[src/rtl/sp8_pkg.sv]
// Shared constants, opcode and state encodings for the 8-bit stored-program core.
// Assumes a 16-bit instruction made of four 4-bit fields.
package sp8_pkg;
    localparam int DATA_W  = 8;
    localparam int ADDR_W  = 8;
    localparam int REG_CNT = 16;
    localparam int INSN_W  = 16;
    localparam int FLD_W   = 4;

    typedef enum logic [3:0] {
        OP_LDM = 4'h1,
        OP_LDI = 4'h2,
        OP_STM = 4'h3,
        OP_MOV = 4'h4,
        OP_ADD = 4'h5,
        OP_OR  = 4'h7,
        OP_AND = 4'h8,
        OP_XOR = 4'h9,
        OP_ROR = 4'hA,
        OP_JEQ = 4'hB,
        OP_HLT = 4'hC
    } opcode_e;

    typedef enum logic [2:0] {
        ST_F0, ST_F1, ST_F2, ST_EX, ST_LW, ST_RT, ST_HL
    } state_e;

    // One-bit right rotation of a data word.
    function automatic logic [DATA_W-1:0] rotr1(input logic [DATA_W-1:0] v);
        return {v[0], v[DATA_W-1:1]};
    endfunction

    // True for every opcode the core implements, including halt.
    function automatic logic op_known(input logic [3:0] op);
        case (op)
            OP_LDM, OP_LDI, OP_STM, OP_MOV, OP_ADD, OP_OR, OP_AND,
            OP_XOR, OP_ROR, OP_JEQ, OP_HLT: return 1'b1;
            default:                       return 1'b0;
        endcase
    endfunction
endpackage

[src/rtl/sp8_regfile.sv]
// General register file: NREG words, three read ports, one write port,
// plus a dedicated read of register 0 for the compare-and-jump.
// Assumes one write per cycle; reads are combinational.
module sp8_regfile import sp8_pkg::*; #(
    parameter int DW   = DATA_W,
    parameter int NREG = REG_CNT,
    localparam int IW  = $clog2(NREG)
) (
    input  logic          clk,
    input  logic          rst_n,
    input  logic          we,
    input  logic [IW-1:0] waddr,
    input  logic [DW-1:0] wdata,
    input  logic [IW-1:0] ra_a,
    input  logic [IW-1:0] ra_b,
    input  logic [IW-1:0] ra_c,
    output logic [DW-1:0] rd_a,
    output logic [DW-1:0] rd_b,
    output logic [DW-1:0] rd_c,
    output logic [DW-1:0] rd_zero
);
    logic [DW-1:0] regs [NREG];

    for (genvar g = 0; g < NREG; g++) begin : g_reg
        // Register g: cleared on reset, loaded when addressed by the write port.
        always_ff @(posedge clk) begin
            if (!rst_n)
                regs[g] <= '0;
            else if (we && waddr == IW'(g))
                regs[g] <= wdata;
        end
    end

    assign rd_a    = regs[ra_a];
    assign rd_b    = regs[ra_b];
    assign rd_c    = regs[ra_c];
    assign rd_zero = regs[0];
endmodule

[src/rtl/sp8_alu.sv]
// Two-operand arithmetic and logic unit: sum, OR, AND, XOR selected by opcode.
// Assumes the caller only uses the result for the matching opcodes.
module sp8_alu import sp8_pkg::*; #(
    parameter int DW = DATA_W
) (
    input  logic [3:0]    op,
    input  logic [DW-1:0] a,
    input  logic [DW-1:0] b,
    output logic [DW-1:0] y
);
    // Select the operation named by the opcode.
    always_comb begin
        case (op)
            OP_ADD:  y = a + b;
            OP_OR:   y = a | b;
            OP_AND:  y = a & b;
            OP_XOR:  y = a ^ b;
            default: y = a;
        endcase
    end
endmodule

[src/rtl/sp8_ctrl.sv]
// Control unit: program counter, instruction register and the
// fetch/decode/execute state machine, plus the rotate sequencer.
// Assumes memory read data arrives one cycle after its address.
module sp8_ctrl import sp8_pkg::*; #(
    parameter int DW   = DATA_W,
    parameter int AW   = ADDR_W,
    parameter int NREG = REG_CNT,
    localparam int IW  = $clog2(NREG)
) (
    input  logic          clk,
    input  logic          rst_n,
    input  logic [DW-1:0] mem_rdata,
    output logic [AW-1:0] mem_addr,
    output logic          mem_we,
    output logic [DW-1:0] mem_wdata,
    output logic [3:0]    opc,
    output logic [IW-1:0] fld_r,
    output logic [IW-1:0] fld_s,
    output logic [IW-1:0] fld_t,
    input  logic [DW-1:0] rd_r,
    input  logic [DW-1:0] rd_s,
    input  logic [DW-1:0] rd_zero,
    input  logic [DW-1:0] alu_y,
    output logic          rf_we,
    output logic [IW-1:0] rf_waddr,
    output logic [DW-1:0] rf_wdata,
    output logic          halted,
    output logic          illegal
);
    state_e             st, st_nx;
    logic [AW-1:0]      pc;
    logic [INSN_W-1:0]  ir;
    logic [DW-1:0]      rot_v;
    logic [FLD_W-1:0]   rot_n;
    logic [7:0]         imm;

    assign opc   = ir[15:12];
    assign fld_r = ir[11:8];
    assign fld_s = ir[7:4];
    assign fld_t = ir[3:0];
    assign imm   = ir[7:0];

    // Next state, memory port and register write port for the current state.
    always_comb begin
        st_nx     = st;
        mem_addr  = pc;
        mem_we    = 1'b0;
        mem_wdata = rd_r;
        rf_we     = 1'b0;
        rf_waddr  = fld_r;
        rf_wdata  = alu_y;
        case (st)
            ST_F0: st_nx = ST_F1;
            ST_F1: begin
                mem_addr = pc + AW'(1);
                st_nx    = ST_F2;
            end
            ST_F2: st_nx = ST_EX;
            ST_EX: begin
                case (opc)
                    OP_LDM: begin
                        mem_addr = AW'(imm);
                        st_nx    = ST_LW;
                    end
                    OP_LDI: begin
                        rf_we    = 1'b1;
                        rf_wdata = imm;
                        st_nx    = ST_F0;
                    end
                    OP_STM: begin
                        mem_we   = 1'b1;
                        mem_addr = AW'(imm);
                        st_nx    = ST_F0;
                    end
                    OP_MOV: begin
                        rf_we    = 1'b1;
                        rf_waddr = fld_t;
                        rf_wdata = rd_s;
                        st_nx    = ST_F0;
                    end
                    OP_ADD, OP_OR, OP_AND, OP_XOR: begin
                        rf_we = 1'b1;
                        st_nx = ST_F0;
                    end
                    OP_ROR:  st_nx = ST_RT;
                    OP_JEQ:  st_nx = ST_F0;
                    default: st_nx = ST_HL;
                endcase
            end
            ST_LW: begin
                rf_we    = 1'b1;
                rf_wdata = mem_rdata;
                st_nx    = ST_F0;
            end
            ST_RT: begin
                if (rot_n == '0) begin
                    rf_we    = 1'b1;
                    rf_wdata = rot_v;
                    st_nx    = ST_F0;
                end
            end
            default: st_nx = ST_HL;
        endcase
    end

    // State, PC, instruction register, rotate sequencer and stop flags.
    always_ff @(posedge clk) begin
        if (!rst_n) begin
            st      <= ST_F0;
            pc      <= '0;
            ir      <= '0;
            rot_v   <= '0;
            rot_n   <= '0;
            halted  <= 1'b0;
            illegal <= 1'b0;
        end else begin
            st <= st_nx;
            case (st)
                ST_F1: ir[15:8] <= mem_rdata;
                ST_F2: begin
                    ir[7:0] <= mem_rdata;
                    pc      <= pc + AW'(2);
                end
                ST_EX: begin
                    if (opc == OP_JEQ && rd_r == rd_zero)
                        pc <= AW'(imm);
                    if (opc == OP_ROR) begin
                        rot_v <= rd_r;
                        rot_n <= ir[3:0];
                    end
                    if (st_nx == ST_HL) begin
                        halted  <= 1'b1;
                        illegal <= !op_known(opc);
                    end
                end
                ST_RT: begin
                    if (rot_n != '0) begin
                        rot_v <= rotr1(rot_v);
                        rot_n <= rot_n - FLD_W'(1);
                    end
                end
                default: ;
            endcase
        end
    end
endmodule

[src/rtl/sp8_core.sv]
// Top of the stored-program core: joins control, register file and ALU,
// and registers the character output fed by writes to the last register.
// Assumes an external synchronous byte memory with one-cycle read latency.
module sp8_core import sp8_pkg::*; #(
    parameter int DW   = DATA_W,
    parameter int AW   = ADDR_W,
    parameter int NREG = REG_CNT,
    localparam int IW  = $clog2(NREG)
) (
    input  logic          clk,
    input  logic          rst_n,
    output logic [AW-1:0] mem_addr,
    output logic          mem_we,
    output logic [DW-1:0] mem_wdata,
    input  logic [DW-1:0] mem_rdata,
    output logic          out_valid,
    output logic [DW-1:0] out_char,
    output logic          halted,
    output logic          illegal
);
    logic [3:0]    opc;
    logic [IW-1:0] fld_r, fld_s, fld_t, rf_waddr;
    logic [DW-1:0] rd_r, rd_s, rd_t, rd_zero, alu_y, rf_wdata;
    logic          rf_we;

    sp8_ctrl #(.DW(DW), .AW(AW), .NREG(NREG)) u_ctrl (
        .clk(clk), .rst_n(rst_n),
        .mem_rdata(mem_rdata), .mem_addr(mem_addr), .mem_we(mem_we), .mem_wdata(mem_wdata),
        .opc(opc), .fld_r(fld_r), .fld_s(fld_s), .fld_t(fld_t),
        .rd_r(rd_r), .rd_s(rd_s), .rd_zero(rd_zero), .alu_y(alu_y),
        .rf_we(rf_we), .rf_waddr(rf_waddr), .rf_wdata(rf_wdata),
        .halted(halted), .illegal(illegal)
    );

    sp8_regfile #(.DW(DW), .NREG(NREG)) u_rf (
        .clk(clk), .rst_n(rst_n),
        .we(rf_we), .waddr(rf_waddr), .wdata(rf_wdata),
        .ra_a(fld_r), .ra_b(fld_s), .ra_c(fld_t),
        .rd_a(rd_r), .rd_b(rd_s), .rd_c(rd_t), .rd_zero(rd_zero)
    );

    sp8_alu #(.DW(DW)) u_alu (
        .op(opc), .a(rd_s), .b(rd_t), .y(alu_y)
    );

    // Character output: strobe and capture on any write to the last register.
    always_ff @(posedge clk) begin
        if (!rst_n) begin
            out_valid <= 1'b0;
            out_char  <= '0;
        end else begin
            out_valid <= rf_we && (rf_waddr == IW'(NREG - 1));
            if (rf_we && (rf_waddr == IW'(NREG - 1)))
                out_char <= rf_wdata;
        end
    end
endmodule

[config.mk]
export PLATFORM = sky130hd
export DESIGN_NAME = sp8_core
export DESIGN_NICKNAME = d
export VERILOG_FILES = /design/src/rtl/sp8_pkg.sv /design/src/rtl/sp8_regfile.sv /design/src/rtl/sp8_alu.sv /design/src/rtl/sp8_ctrl.sv /design/src/rtl/sp8_core.sv
export SDC_FILE = /design/constraint.sdc
export NUM_CORES = 1
export LEC_CHECK = 0
export BUFFER_PORTS_ARGS = -buffer_cell sky130_fd_sc_hd__buf_4
export CORE_ASPECT_RATIO = 1.5
export CORE_MARGIN = 5
export CORE_UTILIZATION = 44
export DETAILED_ROUTE_END_ITERATION = 10
export PLACE_DENSITY = 0.7
export SLEW_MARGIN = 15
export SYNTH_ARGS = -nofsm -noshare
export SYNTH_HDL_FRONTEND = slang
export SYNTH_SLANG_ARGS = --single-unit
[constraint.sdc]
create_clock -name clk -period 4.7 [get_ports clk]
set_clock_uncertainty 0.2 [all_clocks]
set_input_delay 0.94 -clock clk [delete_from_list [all_inputs] [get_ports clk]]
set_output_delay 0.94 -clock clk [all_outputs]
set_load 0.01 [all_outputs]
=== After elaboration in Yosys (flattened, before gate mapping) ===
Memory sizes are Yosys's and may differ from the RTL's. A register that Yosys moved wholly into a read port is not among the register bits.
Index checks and enable logic that the tools add are counted.

* Flip-flop bits (word level): 50
* Latch bits: 0
* RAM bits: 128
* Bits in read-only memories: 16
* Output and inout port bits: 28
* Word-level logic and storage cells: 200
* Memories kept: 2

* $add $sub $neg: 4
* Multiply operators: 0
* Divide/modulo/power cells: 0
* Order comparisons: 0
* Eq/ne operators: 35
* Shift operators: 0
* Multiplexer cells: 100
* Bitwise logic cells: 19
* Reduce and logical (&&, ||, !) cells: 30

{| class="wikitable"
|+ Memory list
! memory !! depth !! width !! read ports !! clocked after Yosys merged registers in !! write ports !! RTL line !! RTL
|-
| u_rf.regs || 16 || 8 || 4 || 3 || 16 || sp8_regfile.sv:22 || <nowiki>logic [DW-1:0] regs [NREG];</nowiki>
|-
| (name not given) || 16 || 1 || 1 || 1 || 0 || sp8_pkg.sv:35 || <nowiki>case (op)</nowiki>
|}

{| class="wikitable"
|+ Operators with widths
! operator !! count
|-
| $mux W8 || 21
|-
| $pmux W8 S2 || 4
|-
| $mux W1 || 56
|-
| $eq A4 B4 Y1 const B || 12
|-
| $mux W4 || 12
|-
| $pmux W8 S4 || 1
|-
| $eq A4 B3 Y1 const B || 7
|-
| $pmux W8 S3 || 1
|-
| $pmux W3 S6 || 1
|-
| $logic_and A1 B1 Y1 || 17
|-
| $eq A4 B2 Y1 const B || 4
|-
| $or A1 B1 Y1 || 16
|-
| $eq A3 B3 Y1 const B || 3
|-
| $pmux W3 S3 || 1
|-
| $add A8 B1 Y8 const B || 1
|-
| $add A8 B2 Y8 const B || 1
|-
| $add A8 B8 Y8 || 1
|-
| $and A8 B8 Y8 || 1
|-
| $eq A4 B1 Y1 const B || 2
|-
| $eq A8 B8 Y1 || 1
|-
| $logic_not A4 Y1 || 2
|-
| $or A8 B8 Y8 || 1
|-
| $pmux W4 S2 || 1
|-
| $reduce_or A8 Y1 || 1
|-
| other kinds (15) || 20
|}

=== Depth between registers and ports, before layout ===
Gate-level depths: netlist (run 1).

* Depth in word-level cells: 9
* Mapped depth: 17
* Gate-level depth less buffers: 13

=== Cells and area by module ===
A second synthesis (run 1) with hierarchy kept.

* Cells, all modules: 1055
* Area, all modules: 12019.0 µm²

{| class="wikitable"
|+ By module, submodules not included
! module !! instances !! cells each !! area each (µm²) !! seq. area each (µm²)
|-
| sp8_regfile || 1 || 521 || 8020.2 || 3843.7
|-
| sp8_ctrl || 1 || 387 || 2829.0 || 840.8
|-
| sp8_alu || 1 || 108 || 788.3 || 0.0
|-
| sp8_core || 1 || 39 || 381.6 || 180.2
|}

=== Worst setup path after synthesis (run 1) ===
Ideal clock, no wire load.

* Path type: flip-flop to flip-flop
* From: register with a tool-made name
* To: memory u_rf.regs[1][5] (netlist name), data pin
* Data arrival time: 3.963 ns
* Required time: 4.240 ns
* Path slack: 0.277 ns
* Stages on the path, launching flop included: 17
* Buffers on the path: 3
* Period minus slack after synthesis: 4.423 ns
* Path through: dfxtp_1 clkbuf_1 buf_1 mux4_2 mux4_2 inv_1 ha_1 a21o_1 a21o_1 a21oi_1 o21ai_0 xor2_1 o21ai_0 o21ai_0 a21boi_2 buf_4 nor2_1

{| class="wikitable"
|+ RTL lines
! element !! RTL line
|-
| end: declaration || sp8_regfile.sv:22
|}

==> results of run 1 <==
[final cells by class]
type	instances	area, um^2
Antenna cell	1	2.50
Fill cell	2334	13300
Tap cell	337	422
Clock inverter	13	115
Multi-Input combinational cell	733	6050
Timing Repair Buffer	82	678
Sequential cell	191	5110
Clock buffer	19	454
Inverter	35	131
[sequential cells by signal, indices dropped and copies added, names as in the netlist, named ones only]
| register | cells |
|---|---|
| u_ctrl.rot_n | 4 |
| u_ctrl.pc | 8 |
| out_char | 8 |
| u_ctrl.ir | 16 |
| u_rf.regs | 128 |
| u_ctrl.rot_v | 8 |
| u_ctrl.illegal | 1 |
| u_ctrl.halted | 1 |
| u_ctrl.st | 3 |
| out_valid | 1 |
[power by group]
| group | internal, W | total [W] | switching [W] |
|---|---|---|---|
| Clock | 0.000729 | 0.00142 | 0.000695 |
| Sequential | 0.00185 | 0.00194 | 0.0000895 |
| Combinational | 0.000340 | 0.000854 | 0.000514 |
| Total | 0.00292 | 0.00422 | 0.00130 |
[kinds of logic (layout without fill, tap and decap cells)]
group / count (synthesis) / count (layout) / synth area share (%)
fa+ha+maj: 20 / 20 / 2.22
flops: 191 / 191 / 43.9
buf+inv: 111 / 149 / 4.16
other cells: 0 / 1 / 0
compound gates: 206 / 206 / 11.1
mux: 148 / 148 / 24.7
xor+xnor: 9 / 9 / 0.678
simple gates: 350 / 350 / 13.2
[per-layer routing]
layer,wire length [um],track usage [%]
met3,3140,6.00
met5,0,0
met2,19400,44.8
met1,12000,27.8
met4,3950,21.2
[how the worst min path moves through the flow]
stage,startpoint,endpoint,slack (ns),cells past startpoint
after floorplan,register,u_ctrl.illegal,0.19,1
after global routing,register,u_ctrl.illegal,0.22,1
final,register,u_ctrl.illegal,0.21,1
after CTS,register,u_ctrl.illegal,0.21,1
after detailed placement,register,u_ctrl.illegal,0.20,1
after global placement,register,u_ctrl.illegal,0.20,1
[cells in the final DEF, fill, tap and decap left out, drive strengths merged, types with 8 or more instances in the layout]
cell type	synthesis	final
clkbuf	45	19
a21o	8	8
a211oi	12	12
mux2	8	8
ha	19	19
nand3	16	16
o22ai	10	10
a22oi	10	10
nor3	21	21
nand2b	12	12
edfxtp	128	128
o21ai	55	55
nor2	175	175
nand2	87	87
nor2b	12	12
inv	34	42
nor3b	8	8
mux2i	31	31
buf	31	82
a21oi	61	61
a31oi	10	10
mux4	109	109
dfxtp	63	63
[per-stage QoR]
step / total power, W / hold WS (ns)
after floorplan: 0.00249 / 0.190
after global placement: 0.00279 / 0.198
after detailed placement: 0.00281 / 0.201
after CTS: 0.00422 / 0.211
after global routing: 0.00436 / 0.220
final: 0.00422 / 0.210
==> flow_summary.json, run 1 <==
{
  "status": "completed",
  "viasPerCell": 6.56,
  "async_flop_share_pct": 0,
  "p_leak_nw": 4.53,
  "cts_hold_buf": 0,
  "place.gp.congestion": 1.09,
  "cts_repair_resize_count": 0,
  "drv_slew": 0,
  "relSlewSlack_pct": 34.6,
  "syn_area_mm2": 0.0116,
  "min_path_type": "reg2reg",
  "area_growth_pct": 11.4,
  "yosys-top-cells-area": "edfxtp_1 (33%), mux4_2 (20%), dfxtp_1 (11%)",
  "clock-sinks": 191,
  "synth_top_area_share_pct": 33.1,
  "post_cts_buffers": 0,
  "cp_slowest_cell": "nor2_1",
  "fin_tns_setup_ns": 0,
  "dp_hpwl_um": 28700,
  "finalHoldViolCount": 0,
  "cts_tree": "built",
  "avgSynthCellArea_um2": 11.2,
  "clkTransAtPathRegs_ns": 0.07,
  "ctsRootBufferMaster": "clkbuf_16",
  "synth_commonest_cells": "nor2_1 (173), edfxtp_1 (128), mux4_2 (104)",
  "r2r_cells": 13,
  "layout.nets": 1090,
  "path_depth": 13,
  "startpoint_type": "register",
  "rows": 73,
  "grt_pass1_vias": 9214,
  "synth_edf_count": 128,
  "synthCells": 1035,
  "first_pass_iters": 5,
  "drt_iter0_drc": 1122,
  "numPlacedInstances": 1378,
  "path_class": "reg2reg",
  "ys_ff_latch": 191,
  "setup_viol": 0,
  "utilization_pct": 49.3,
  "fin_ws_ns": 0.285,
  "drt-total-wl_um": 38500,
  "portBuffers": 37,
  "antenna_left": 0,
  "rsz0062_at_grt": "false",
  "core-area_mm2": 0.0263,
  "fmax_ghz": 0.227,
  "path_max_fanout": 32,
  "synth_warnings": 0,
  "start_util_pct": 44.2,
  "cts_inserted_buffers": 17,
  "grt_usage_pct": 26.5,
  "synth.most_common_cell": "nor2_1",
  "layout.cells.non_filler": 1411,
  "ys_types": 65,
  "finalCritPeriodShare_pct": 93.9,
  "critPathCapture": "u_rf.regs[3][7]",
  "grt_pass1_wl_um": 58000,
  "period_minus_slack_ns": 4.41,
  "ios": 38,
  "cp-end-kind": "register",
  "r2r_setup_slack_ns": 0.29,
  "die_area_mm2": 0.0298,
  "cp_top_family": "multiplexers",
  "grt_max_degree": 41,
  "clock_latency_ns": 0.46,
  "worst_pin_slew_ns": 0.981,
  "clock_path_buffers": 2,
  "die_width_um": 143,
  "htreeDepth": 4,
  "yosys.area.top_type": "edfxtp_1",
  "p_per_area_mw_per_mm2": 325,
  "wl_per_cell_um": 27.3,
  "placed_area_mm2": 0.0124,
  "drive_above_1_share_pct": 22.6,
  "synth-seq-area-share_pct": 43.9,
  "path_cells": "buf_12 -> mux4_2 -> mux4_2 -> inv_1 -> ha_1 -> a21o_1 -> a21o_1 -> a21oi_1 -> o21ai_0 -> a31oi_1 -> a21oi_1 -> nor2_1 -> nor3_1",
  "path_buf_inv": 2,
  "ys.flop_type": "edfxtp_1",
  "critPathArrivalTime_ns": 4.39,
  "reg2reg_to": "u_rf.regs[3][7]",
  "antenna_found_initial": 0,
  "critPathMaxStageDelay_ns": 0.66,
  "postLayoutCellArea_mm2": 0.0130,
  "syn-num-nets": 1065,
  "grt-ovfl-total": 0,
  "drv_cap": 0,
  "ir_worst_vdd_uv": 253,
  "worstPathRequired_ns": 4.68,
  "drc_errors": 0,
  "vias": 9251,
  "dp_worst_setup_slack_ns": 0.335,
  "die_h_um": 209
}
Power figures use the tool's default switching activity.
==> run 2, diff against run 1 <==
--- a/config.mk
+++ b/config.mk
@@ -8,9 +8,9 @@
 export BUFFER_PORTS_ARGS = -buffer_cell sky130_fd_sc_hd__buf_4
 export CORE_ASPECT_RATIO = 1.5
 export CORE_MARGIN = 5
-export CORE_UTILIZATION = 44
+export CORE_UTILIZATION = 57
 export DETAILED_ROUTE_END_ITERATION = 10
-export PLACE_DENSITY = 0.7
+export PLACE_DENSITY = 0.85
 export SLEW_MARGIN = 15
 export SYNTH_ARGS = -nofsm -noshare
 export SYNTH_HDL_FRONTEND = slang
==> run 2 against run 1 <==
Net effect: fmax shrank 2.9%; critical path depth is the same; setup slack lost 0.13 ns; non-clock buffer count grew 21; sequential share of layout area shrank 0.29 points; die area shrank 22%; count of clock-buffer cells in the layout shrank 1; clock power grew 3%; hold slack gained 0.019 ns; register-to-register slack lost 0.13 ns; largest cell class unchanged; largest power group unchanged; highest routed layer is now met5.
==> flow_summary.json, run 2 (synthesis results as in run 1) <==
{
  "numPlacedInstances": 1326,
  "final_common_cell": "nor2_1",
  "cts_inserted_buffers": 17,
  "path_class": "reg2reg",
  "clock_latency_ns": 0.46,
  "fin_tns_setup_ns": 0,
  "antenna_found_initial": 1,
  "setup_viol": 0,
  "die_width_um": 127,
  "ios": 38,
  "finalPower_w": 0.00427,
  "path_max_fanout": 17,
  "worst_pin_slew_ns": 1.10,
  "clkTransAtPathRegs_ns": 0.08,
  "utilization_pct": 64.4,
  "min_path_type": "reg2reg",
  "rsz0062_at_grt": "true",
  "nFillCells": 1542,
  "grt_usage_pct": 35.6,
  "vias": 9723,
  "status": "completed",
  "die_h_um": 185,
  "period_minus_slack_ns": 4.55,
  "p_leak_nw": 4.65,
  "place.gp.congestion": 1.05,
  "dp_worst_setup_slack_ns": -0.0692,
  "drt_iter0_drc": 1532,
  "die_area_mm2": 0.0234,
  "layout.cells.non_filler": 1359,
  "drv_slew": 0,
  "clock-sinks": 191,
  "largest_register_ffs": 128,
  "dp_hpwl_um": 29000,
  "regMostFlops": "u_rf.regs",
  "first_pass_iters": 6,
  "final_cell_mix": "nor2_1 (173), edfxtp_1 (128), mux4_2 (104)",
  "fmax_ghz": 0.220,
  "grt-ovfl-total": 0,
  "area_growth_pct": 12.2,
  "cts_hold_buf": 0,
  "startpoint_type": "register",
  "fin_ws_ns": 0.155,
  "wl_per_cell_um": 29.9,
  "start_util_pct": 57.4,
  "layout.nets": 1111,
  "drive_above_1_share_pct": 24.3,
  "relSlewSlack_pct": 25.7,
  "rows": 64,
  "grt_pass1_wl_um": 60200,
  "drc_errors": 0,
  "post_cts_buffers": 0,
  "cts_tree": "built",
  "antenna_left": 0,
  "finalCritPeriodShare_pct": 96.7,
  "grt_max_degree": 41,
  "ir_worst_vdd_uv": 331,
  "reg_top3": "u_rf.regs: 128 flops, u_ctrl.ir: 16 flops",
  "finalHoldViolCount": 0,
  "clock_path_buffers": 2,
  "worstPathRequired_ns": 4.74,
  "critPathArrivalTime_ns": 4.59,
  "ctsRootBufferMaster": "clkbuf_16",
  "cp-end-kind": "register",
  "drv_cap": 0,
  "drt-total-wl_um": 40700,
  "grt_pass1_vias": 9510,
  "portBuffers": 37,
  "viasPerCell": 7.15,
  "core-area_mm2": 0.0203,
  "p_per_area_mw_per_mm2": 327,
  "htreeDepth": 4
}
==> run 2: cell count changes in the layout (fill, tap and decap cells not counted) <==
cell        delta
buf_4         +21
clkinv_2       -2
clkinv_8       +2
inv_4          +2
a2111oi_0      -1
a2111oi_1      +1
clkbuf_1       -1
clkinvlp_4     -1
inv_6          +1
inv_8          -1
nor3b_1        -1
nor3b_2        +1
o21a_1         -1
o21a_2         +1
==> run 2: critical path, stage by stage (launching register included) <==
cell and delay [ns]:
dfxtp_1 0.65, buf_12 0.24, mux4_2 0.32, mux4_2 0.49, ha_1 0.27, fa_1 0.44
xor2_1 0.17, nor2_1 0.05, a21oi_1 0.13, nor2_1 0.06, a2111oi_1 0.54, a221oi_1 0.12
o21a_2 0.31, nor2_1 0.32
==> run 2: routing by layer <==
layer  share of wire [%]  vias up  GRT usage (%)
met5                0.10        -          0.840
met4                  11        4           30.0
met3                  11      243           10.4
met2                  49      778           59.1
met1                  30     4677           36.9
li1                    -     4021              -
==> run 2: timing repair <==
action / in CTS / in global routing
gates cloned: 0 / 0
gates resized for setup: 2 / 2
endpoints found under the setup margin: 12 / 13
==> run 2: worst paths after layout <==
| check | slack (ns) | startpoint | cells after the start | endpoint |
|---|---|---|---|---|
| worst max-delay path | 0.15 | register | 13 | u_rf.regs[15][2] |
| worst min-delay path | 0.23 | register | 1 | u_ctrl.illegal |
| worst max register to register | 0.15 | register | 13 | u_rf.regs[15][2] |
| worst min register to register | 0.23 | register | 1 | u_ctrl.illegal |
==> run 2: through the flow <==
step                hold WS [ns]  instance area [um^2]
floorplan                  0.190                 11600
global placement           0.201                 12500
detailed placement         0.233                 12500
CTS                        0.244                 13000
global route               0.251                 13100
finish                     0.229                 13100
==> run 2: power breakdown <==
part | internal [W] | leakage, nW | total, W | switching [W]
Clock | 0.000739 | 0.294 | 0.00146 | 0.000720
Sequential | 0.00185 | 1.84 | 0.00194 | 0.0000925
Combinational | 0.000353 | 2.52 | 0.000871 | 0.000518
==> run 2: cell type report <==
class	instances	area (um^2)	area share, %
multi-input combinational	733	6050	46.4
sequential	191	5110	39.1
timing repair buffer	103	836	6.40
clock buffer	18	450	3.45
tap	264	330	2.53
clock inverter	14	140	1.07
inverter	35	131	1.01
antenna	1	2.50	0.0192
==> run 3, diff against run 2 <==
--- a/config.mk
+++ b/config.mk
@@ -8,9 +8,10 @@
 export BUFFER_PORTS_ARGS = -buffer_cell sky130_fd_sc_hd__buf_4
 export CORE_ASPECT_RATIO = 1.5
 export CORE_MARGIN = 5
-export CORE_UTILIZATION = 57
+export CORE_UTILIZATION = 59
+export CTS_BUF_LIST = sky130_fd_sc_hd__clkbuf_2
 export DETAILED_ROUTE_END_ITERATION = 10
-export PLACE_DENSITY = 0.85
+export PLACE_DENSITY = 0.87
 export SLEW_MARGIN = 15
 export SYNTH_ARGS = -nofsm -noshare
 export SYNTH_HDL_FRONTEND = slang
==> run 3 against run 2 <==
Net effect: first-iteration DRC count increased by 9.6%; final cell count decreased by 0.81%; routed wire length decreased by 6.9%; largest cell class unchanged; critical path depth increased by 1.
==> flow_summary.json, run 3 (synthesis results as in run 1) <==
{
  "status": "completed",
  "wl_per_cell_um": 28.1,
  "vias": 9646,
  "die_area_mm2": 0.0227,
  "finalCritPeriodShare_pct": 96.0,
  "cts_repair_resize_count": 0,
  "cts_inserted_buffers": 17,
  "grt_pass1_vias": 9443,
  "grt_pass1_wl_um": 57000,
  "min_from": "mem_rdata[1]",
  "cellInternalPower_w": 0.00247,
  "switchingPower_w": 0.00124,
  "ir_worst_vdd_uv": 198,
  "period_minus_slack_ns": 4.51,
  "regMostFlops": "u_rf.regs",
  "drt_iter0_drc": 1679,
  "dp_hpwl_um": 28700,
  "p_per_area_mw_per_mm2": 294,
  "ctsRootBufferMaster": "clkbuf_2",
  "fin_tns_setup_ns": 0,
  "drv_slew": 0,
  "final_cell_mix": "nor2_1 (173), edfxtp_1 (128), mux4_2 (104)",
  "worst_pin_slew_ns": 0.992,
  "utilization_pct": 64.3,
  "first_pass_iters": 6,
  "worstPathRequired_ns": 5.09,
  "post_cts_buffers": 0,
  "cts_tree": "built",
  "grt-ovfl-total": 0,
  "reg_top3": "u_rf.regs: 128 flops, u_ctrl.ir: 16 flops",
  "finalHoldViolCount": 0,
  "pwr-share-clk_pct": 24.9,
  "layout.cells.non_filler": 1348,
  "portBuffers": 37,
  "start_util_pct": 59.2,
  "hold_path_depth": 3,
  "path_max_fanout": 9,
  "final_common_cell": "nor2_1",
  "ios": 38,
  "drv_cap": 0,
  "clock-sinks": 191,
  "critPathArrivalTime_ns": 4.91,
  "die_width_um": 125,
  "clock_path_buffers": 2,
  "drt-total-wl_um": 37900,
  "finalPower_w": 0.00371,
  "viasPerCell": 7.16,
  "seqPwrFrac_pct": 52.2,
  "rows": 63,
  "min_path_type": "in2reg",
  "htreeDepth": 4,
  "largest_register_ffs": 128,
  "numPlacedInstances": 1314,
  "rsz0062_at_grt": "true",
  "place.gp.congestion": 1.10,
  "dp_worst_setup_slack_ns": 0.189,
  "clkTransAtPathRegs_ns": 0.32,
  "path_class": "reg2reg",
  "switching_share_pct": 33.5,
  "area_growth_pct": 8.52,
  "cts_hold_buf": 0,
  "relSlewSlack_pct": 33.9,
  "startpoint_type": "register",
  "grt_max_degree": 44,
  "grt_usage_pct": 33.8,
  "p_leak_nw": 4.46,
  "core-area_mm2": 0.0196,
  "cp-end-kind": "register",
  "setup_viol": 0,
  "nFillCells": 1479,
  "antenna_left": 0,
  "drc_errors": 0,
  "layout.nets": 1103,
  "die_h_um": 182,
  "r2r_cells": 14,
  "fmax_ghz": 0.222,
  "combinationalPowerShare_pct": 23.0,
  "antenna_found_initial": 3,
  "clock_latency_ns": 0.87,
  "drive_above_1_share_pct": 23.8,
  "fin_ws_ns": 0.187
}
[run 3: changes by cell type in the layout (fill, tap and decap cells not counted), moves of 2 or more]
cell	delta
bufinv_16	+2
clkinvlp_4	+2
buf_12	-5
clkbuf_16	-18
clkbuf_2	+17
inv_4	-2
buf_4	-3
inv_6	-2
[run 3: stage by stage]
stage               hold WS [ns]  area, um^2
floorplan                  0.190       11600
global placement           0.195       12300
detailed placement         0.200       12300
CTS                       0.0639       12600
global route              0.0864       12600
finish                     0.114       12600
[run 3: metal layers]
layer  track usage, %  routed length (um)  vias to the layer above
li1                 -                   -                     3996
met1             34.7               11200                     4619
met2             58.1               18900                      774
met3             7.59                3620                      255
met4             28.6                4130                        2
met5                0                  11                        -
[run 3: worst paths after layout]
path | endpoint | slack [ns]
setup reg to reg | u_rf.regs[0][7] | 0.19
hold reg to reg | u_ctrl.illegal | 0.23
hold / removal | register | 0.11
setup / recovery | u_rf.regs[0][7] | 0.19
[run 3: final cells by class]
class                           count  area [um^2]  area share, %
Sequential cell                   191         5110           40.5
Tap cell                          260          325           2.58
Timing Repair Buffer               95          713           5.65
Antenna cell                        2         5.00         0.0397
Multi-Input combinational cell    733         6050           48.0
Inverter                           35          131           1.04
Clock buffer                       17         85.1          0.674
Clock inverter                     15          196           1.56
[run 3: power by group through the flow]
stage | sequential (W) | combinational (W) | clock [W]
floorplan | 0.00191 | 0.000578 | 0
finish | 0.00194 | 0.000852 | 0.000924
global route | 0.00194 | 0.000896 | 0.00100
detailed placement | 0.00197 | 0.000822 | 0
CTS | 0.00193 | 0.000826 | 0.000926
global placement | 0.00196 | 0.000806 | 0
[run 3: critical path, stage by stage, from the launching register on]
cell and delay, ns:
dfxtp_2 0.57, buf_4 0.25, buf_4 0.16, mux4_2 0.58, mux4_2 0.52, inv_1 0.08
ha_1 0.21, a21o_1 0.17, a21oi_1 0.09, o21ai_0 0.23, a21oi_1 0.11, o21ai_0 0.21
a211oi_1 0.13, o22ai_1 0.58, a21oi_1 0.16
